[src/rtl/lkclr_pkg.sv]
package lkclr_pkg;
  localparam int REG_W = 32;

  // convert MSB-first bit number into an LSB-first register position
  function automatic int msb_pos(input int n);
    return REG_W - 1 - n;
  endfunction

  localparam int OVF_B    = msb_pos(22);
  localparam int START_B  = msb_pos(23);
  localparam int ALLOC_B  = msb_pos(24);
  localparam int ERR_HI_B = msb_pos(25);
  localparam int ERR_LO_B = msb_pos(26);
  localparam int LLEN_B   = msb_pos(28);
  localparam int ABORT_B  = msb_pos(29);

  typedef enum logic [1:0] {
    ERR_MCHECK  = 2'b00,
    ERR_CORRECT = 2'b01,
    ERR_RSVD_A  = 2'b10,
    ERR_RSVD_B  = 2'b11
  } err_mode_e;

  // sticky flag: a hardware set beats a software clear
  function automatic logic sticky_next(input logic q, input logic hw_set,
                                       input logic sw_clr);
    return hw_set | (q & ~sw_clr);
  endfunction

  // a sweep step issues a clear strobe only for real set indices
  function automatic logic strobe_live(input int unsigned step,
                                       input int unsigned nsets);
    return step < nsets;
  endfunction
endpackage

[src/rtl/lkclr_sticky_flag.sv]
module lkclr_sticky_flag
  import lkclr_pkg::*;
(
  input  logic clk,
  input  logic rst_n,
  input  logic hw_set,
  input  logic sw_clr,
  output logic q
);
  always_ff @(posedge clk) begin
    if (!rst_n) q <= 1'b0;
    else        q <= sticky_next(q, hw_set, sw_clr);
  end
endmodule

[src/rtl/lkclr_sweep.sv]
module lkclr_sweep
  import lkclr_pkg::*;
#(
  parameter int NUM_SETS     = 64,
  parameter int SWEEP_CYCLES = 134,
  localparam int IDX_W = $clog2(NUM_SETS),
  localparam int CNT_W = $clog2(SWEEP_CYCLES + 1)
) (
  input  logic             clk,
  input  logic             rst_n,
  input  logic             start_req,
  input  logic             abort_req,
  output logic             busy,
  output logic             clr_strobe,
  output logic [IDX_W-1:0] clr_index,
  output logic             abort_evt,
  output logic             done_evt
);
  localparam logic [CNT_W-1:0] LAST_STEP = CNT_W'(SWEEP_CYCLES - 1);

  logic [CNT_W-1:0] step_q;

  assign abort_evt  = busy & abort_req;
  assign done_evt   = busy & ~abort_req & (step_q == LAST_STEP);
  assign clr_strobe = busy & strobe_live(32'(step_q), NUM_SETS);
  assign clr_index  = step_q[IDX_W-1:0];

  always_ff @(posedge clk) begin
    if (!rst_n) begin
      busy   <= 1'b0;
      step_q <= '0;
    end else if (busy) begin
      if (abort_evt || done_evt) begin
        busy   <= 1'b0;
        step_q <= '0;
      end else begin
        step_q <= step_q + 1'b1;
      end
    end else if (start_req) begin
      busy   <= 1'b1;
      step_q <= '0;
    end
  end
endmodule

[src/rtl/lkclr_ctrl.sv]
module lkclr_ctrl
  import lkclr_pkg::*;
#(
  parameter int NUM_SETS     = 64,
  parameter int SWEEP_CYCLES = 134,
  localparam int IDX_W = $clog2(NUM_SETS)
) (
  input  logic             clk,
  input  logic             rst_n,
  input  logic             reg_we,
  input  logic [31:0]      reg_wdata,
  output logic [31:0]      reg_rdata,
  input  logic             ovf_event,
  input  logic             abort_req,
  output logic             clr_strobe,
  output logic [IDX_W-1:0] clr_index,
  output logic             busy,
  output logic             alloc_over_locked,
  output logic [1:0]       err_action
);
  localparam int N_FLAGS = 2;
  localparam int FLAG_OVF = 0;
  localparam int FLAG_ABT = 1;
  localparam int FLAG_POS [N_FLAGS] = '{OVF_B, ABORT_B};

  // named internal events for the checker
  logic start_req;
  logic abort_evt;
  logic done_evt;

  logic [N_FLAGS-1:0] flag_set, flag_clr, flag_q;
  logic               alloc_q, llen_q;
  err_mode_e          err_q;

  assign start_req = reg_we & reg_wdata[START_B] & ~busy;

  lkclr_sweep #(.NUM_SETS(NUM_SETS), .SWEEP_CYCLES(SWEEP_CYCLES)) sweep_i (
    .clk(clk), .rst_n(rst_n), .start_req(start_req), .abort_req(abort_req),
    .busy(busy), .clr_strobe(clr_strobe), .clr_index(clr_index),
    .abort_evt(abort_evt), .done_evt(done_evt)
  );

  assign flag_set[FLAG_OVF] = ovf_event;
  assign flag_set[FLAG_ABT] = abort_evt;

  for (genvar g = 0; g < N_FLAGS; g++) begin : g_flag
    assign flag_clr[g] = reg_we & ~reg_wdata[FLAG_POS[g]];
    lkclr_sticky_flag flag_i (
      .clk(clk), .rst_n(rst_n), .hw_set(flag_set[g]),
      .sw_clr(flag_clr[g]), .q(flag_q[g])
    );
  end

  always_ff @(posedge clk) begin
    if (!rst_n) begin
      alloc_q <= 1'b0;
      llen_q  <= 1'b0;
      err_q   <= ERR_MCHECK;
    end else if (reg_we) begin
      alloc_q <= reg_wdata[ALLOC_B];
      llen_q  <= reg_wdata[LLEN_B];
      err_q   <= err_mode_e'({reg_wdata[ERR_HI_B], reg_wdata[ERR_LO_B]});
    end
  end

  assign alloc_over_locked = alloc_q;
  assign err_action        = err_q;

  always_comb begin
    reg_rdata           = '0;
    reg_rdata[OVF_B]    = flag_q[FLAG_OVF];
    reg_rdata[START_B]  = busy;
    reg_rdata[ALLOC_B]  = alloc_q;
    reg_rdata[ERR_HI_B] = err_q[1];
    reg_rdata[ERR_LO_B] = err_q[0];
    reg_rdata[LLEN_B]   = llen_q;
    reg_rdata[ABORT_B]  = flag_q[FLAG_ABT];
  end
endmodule

[config.mk]
export PLATFORM = sky130hd
export DESIGN_NAME = lkclr_ctrl
export DESIGN_NICKNAME = d
export VERILOG_FILES = /design/src/rtl/lkclr_pkg.sv /design/src/rtl/lkclr_sticky_flag.sv /design/src/rtl/lkclr_sweep.sv /design/src/rtl/lkclr_ctrl.sv
export SDC_FILE = /design/constraint.sdc
export NUM_CORES = 1
export LEC_CHECK = 0
export BUFFER_PORTS_ARGS = -buffer_cell sky130_fd_sc_hd__buf_4
export CAP_MARGIN = 25
export CORE_AREA = 3 3 54 56
export DETAILED_ROUTE_END_ITERATION = 7
export DIE_AREA = 0 0 57 59
export HOLD_SLACK_MARGIN = 0.1
export PLACE_DENSITY = 0.79
export SETUP_SLACK_MARGIN = 0.2
export SYNTH_ARGS = -nofsm -noshare
export SYNTH_HDL_FRONTEND = slang
export SYNTH_SLANG_ARGS = --single-unit
[constraint.sdc]
create_clock -name clk -period 4.49 [get_ports clk]
set_clock_uncertainty 0.2 [all_clocks]
set_input_delay 0.449 -clock clk [delete_from_list [all_inputs] [get_ports clk]]
set_output_delay 0.449 -clock clk [all_outputs]
set_load 0.02 [all_outputs]
; After elaboration in Yosys (flattened, before gate mapping)
; Index checks and enable logic that the tools add are counted.
[classes]
magnitude_cmp = 1
add_sub_neg = 1
n_reduce_logical = 2
bitwise_logic = 18
eq_ne = 1
mux = 6
[op_table]
columns = op, n
row1 = $mux 8, 3
row2 = $and 1x1->1, 10
row3 = $add 8x1->8 const B, 1
row4 = $eq 8x8->1 const B, 1
row5 = $lt 8x7->1 const B, 1
row6 = $not 1->1, 6
row7 = $mux 1, 3
row8 = $or 1x1->1, 2
row9 = $reduce_bool 2->1, 1
row10 = $logic_or 1x1->1, 1
[totals]
in_bits = 37
wordCells = 36
ff_bits = 15
out_inout_bits = 43

; Longest topological paths before layout
[logic_depth]
word_depth = 6
ltp_mapped = 6
mapped_depth_nobuf = 6

; Modules after synthesis
; From an unflattened synthesis, not the netlist that was laid out.
[hier_totals]
cells_unflattened = 120
area_unflattened_um2 = 1039.7
[by_module_without_submodules]
columns = mod, area_per_inst_um2, cells_each, seq_area_each_um2, n_inst
row1 = lkclr_sweep, 551.8, 66, 180.2, 1
row2 = lkclr_ctrl, 405.4, 48, 80.1, 1
row3 = lkclr_sticky_flag, 41.3, 3, 20.0, 2

; Worst setup path after synthesis
; Ideal clock, no wire load.
[synth_timing]
kind = reg-to-output
start = register sweep_i.busy
end = output port clr_strobe
required_time_ns = 3.841
n_path_buf = 0
stages_incl_launch_ff = 2
arrival_ns = 1.072
setup_slack_ns = 2.769
path_cell_list = dfxtp_1 > nor3b_1
[synth_between]
elab_chain_cells = 1
[synth_lines]
columns = item, line_no
row1 = from (decl), lkclr_sweep.sv:13  ; output logic busy,
row2 = from (signal assigned), lkclr_sweep.sv:30  ; busy <= 1'b0;
row3 = from (signal assigned), lkclr_sweep.sv:34  ; busy <= 1'b0;
row4 = from (signal assigned), lkclr_sweep.sv:40  ; busy <= 1'b1;
row5 = $and 1x1->1, lkclr_sweep.sv:25  ; assign clr_strobe = busy & strobe_live(32'(step_q), NUM_SETS);
row6 = to (decl), lkclr_ctrl.sv:15  ; output logic clr_strobe,
; No other way between the ends.

; Final worst setup path
; Ends and elaborated chain as after synthesis.

==> results.py <==
metrics = {
    "die": {
        "die_y_um": 59,
        "ios": 80,
        "start_util": 0.409,
        "core_area_sq_um": 2480,
        "rows": 18,
        "die_w_um": 57,
        "die-area_sq_um": 3360,
    },
    "timing": {
        "fmax_mhz": 538,
        "fin_crit_sh": 0.414,
        "relSlewSlack": 0.585,
        "hold_violations": 0,
        "rsz0062_at_grt": "false",
        "worst_pin_slew_ns": 0.623,
        "period_needed_ns": 1.86,
        "finalSetupViolCount": 0,
        "drv_slew": 0,
        "fin_setup_tns_ns": 0,
    },
    "logic_synthesis": {
        "synth.top_cell.area_share": 0.297,
        "yosysUniqueCellTypes": 29,
        "synthCells": 119,
        "syn_area_sq_um": 1010,
        "synth_warnings": 0,
        "seq_area_frac_synth": 0.297,
        "synth.area.top_cells": "dfxtp_1 (30%), buf_4 (28%), mux2i_1 (4.9%)",
        "ys_seq_elements": 15,
        "synth_top_area_cell": "dfxtp_1",
        "syn_avg_cell_area_sq_um": 8.51,
    },
    "clock_tree": {
        "htreeDepth": 1,
        "cts.sinks": 15,
        "holdBufCountCts": 0,
        "postCtsSetupRepairBufs": 0,
        "insertion_delay_ns": 0.28,
        "cts_root_buf": "clkbuf_4",
        "cts_resized": 0,
        "cts_buffer_depth": 2,
        "cts_tree": "done",
        "cts_made_buffers": 3,
        "clk_pin_slew_ns": 0.08,
    },
    "global_routing": {
        "met3_usage": 0.0240,
        "antenna_found_initial": 0,
        "busiest_layer": "met2",
        "grt_max_degree": 13,
        "grt_util_all_layers": 0.117,
        "grtUsageMet1": 0.137,
        "grt_pass1_vias": 667,
        "grt_first_pass_wirelength_um": 3070,
        "grt_use_met2": 0.191,
        "gr-total-overflow": 0,
    },
    "finish": {
        "fin_nets": 175,
        "area_delta_synth_final_pct": 7.17,
        "layout-drive-gt1-share": 0.267,
        "multiInputGateArea_sq_um": 488,
        "final_common_cell": "buf_4",
        "regArea_sq_um": 300,
        "insertedDiodeCount": 0,
        "fill_cells": 263,
        "layout_common_cells": "buf_4 (29), conb_1 (25), dfxtp_1 (15)",
    },
    "detailed_routing": {
        "avgViaCountPerCell": 4.72,
        "ant_nets": 0,
        "wl_per_cell_um": 11.2,
        "wl_um": 1850,
        "firstDrtPassIters": 4,
        "drc_errors": 0,
        "drt_iter0_markers": 19,
        "num_vias": 779,
    },
    "worst_setup_path": {
        "crit_type": "reg -> out",
        "arrival_ns": 1.21,
        "end_kind": "primary output",
        "path_max_fanout": 7,
        "crit_path_start_kind": "flop",
        "rr_worst_depth": 5,
        "rrSetupSlack_ns": 2.84,
        "required_ns": 3.84,
    },
    "hold_path": {
        "hold_class": "in -> reg",
        "holdPathStages": 3,
    },
    "status": {
        "status": "finished, final reports clean",
    },
    "placed_design": {
        "place_congestion": 0.829,
        "post-dp-hpwl_um": 1450,
        "io_buffers": 29,
    },
    "job": {
        "max-cap-violations": 0,
    },
    "pwr": {
        "powerDensity_nw_per_um2": 258,
        "total_power_mw": 0.280,
        "power_leakage_nw": 0.516,
        "ir_drop_v": 0.000124,
    },
}
[Yosys cell counts]
cell,instances
a211oi_1,2
a21o_1,1
a21oi_1,6
a21oi_4,1
a31oi_1,4
a41oi_1,2
and3_1,1
and3_2,1
and3b_4,1
and4_1,1
buf_2,2
buf_4,38
clkbuf_1,1
conb_1,1
dfxtp_1,15
ha_1,2
inv_1,4
mux2i_1,5
nand2_1,6
nand2b_1,2
nand3_1,7
nand3b_1,1
nor2_1,7
nor3b_1,1
nor4b_4,1
o21ai_0,3
o21ai_1,1
or3b_1,1
xnor2_1,1
[power breakdown]
| group | internal, mW | switching (mW) | total [mW] |
|---|---|---|---|
| registers | 0.137 | 0.00359 | 0.141 |
| logic | 0.0210 | 0.0428 | 0.0639 |
| clock network | 0.0345 | 0.0407 | 0.0753 |
[registers in the layout, indices dropped and copies added, names as in the netlist]
register and cells:
sweep_i.busy 1, g_flag.flag_i.q 2, alloc_over_locked 1, sweep_i.step_q 8, llen_q 1, err_action 2
[per-stage QoR]
stage	std cells	setup slack [ns]	utilization	hold slack (ns)	area, sq um
floorplan	143	2.77	-	0.252	1100
global placement	161	2.80	0.427	0.265	1060
detailed placement	161	2.73	0.427	0.279	1060
CTS	165	2.68	0.438	0.198	1080
global route	165	2.54	0.438	0.210	1080
finish	165	2.63	0.438	0.203	1080
[cells by family after synthesis]
logic type | Yosys count | share of synthesized area
other | 1 | 0.00370
XOR/XNOR | 1 | 0.00865
multiplexers | 5 | 0.0494
AND/OR/NAND/NOR | 30 | 0.177
adder cells (fa/ha/maj) | 2 | 0.0247
AO/OA/AOI/OAI | 20 | 0.130
buffers and inverters | 45 | 0.310
flip-flops | 15 | 0.297
[final cells by class]
type	count	share of cell area
sequential	15	0.277
inverter	4	0.0138
tap	30	0.0346
timing repair buffer	29	0.201
multi-input combinational	83	0.450
clock buffer	4	0.0242
[critical path, cell delays in order, from the launching register on]
cell     delay (ns)
dfxtp_1        0.44
nor3b_1        0.29
buf_4          0.20
[path summary, 6_finish.rpt]
check / from / to
min: reg_wdata[7] / alloc_over_locked
min reg2reg: g_flag[1].flag_i.q / g_flag[1].flag_i.q
max: sweep_i.busy / clr_strobe
max reg2reg: sweep_i.step_q[0] / sweep_i.step_q[7]
[metal layers]
metal / up-vias / part of all wire
li1: 377 / -
met5: - / 0
met2: 45 / 0.46
met3: 5 / 0.11
met4: 0 / 0.028
met1: 352 / 0.40
(Power assumes the default switching activity.)
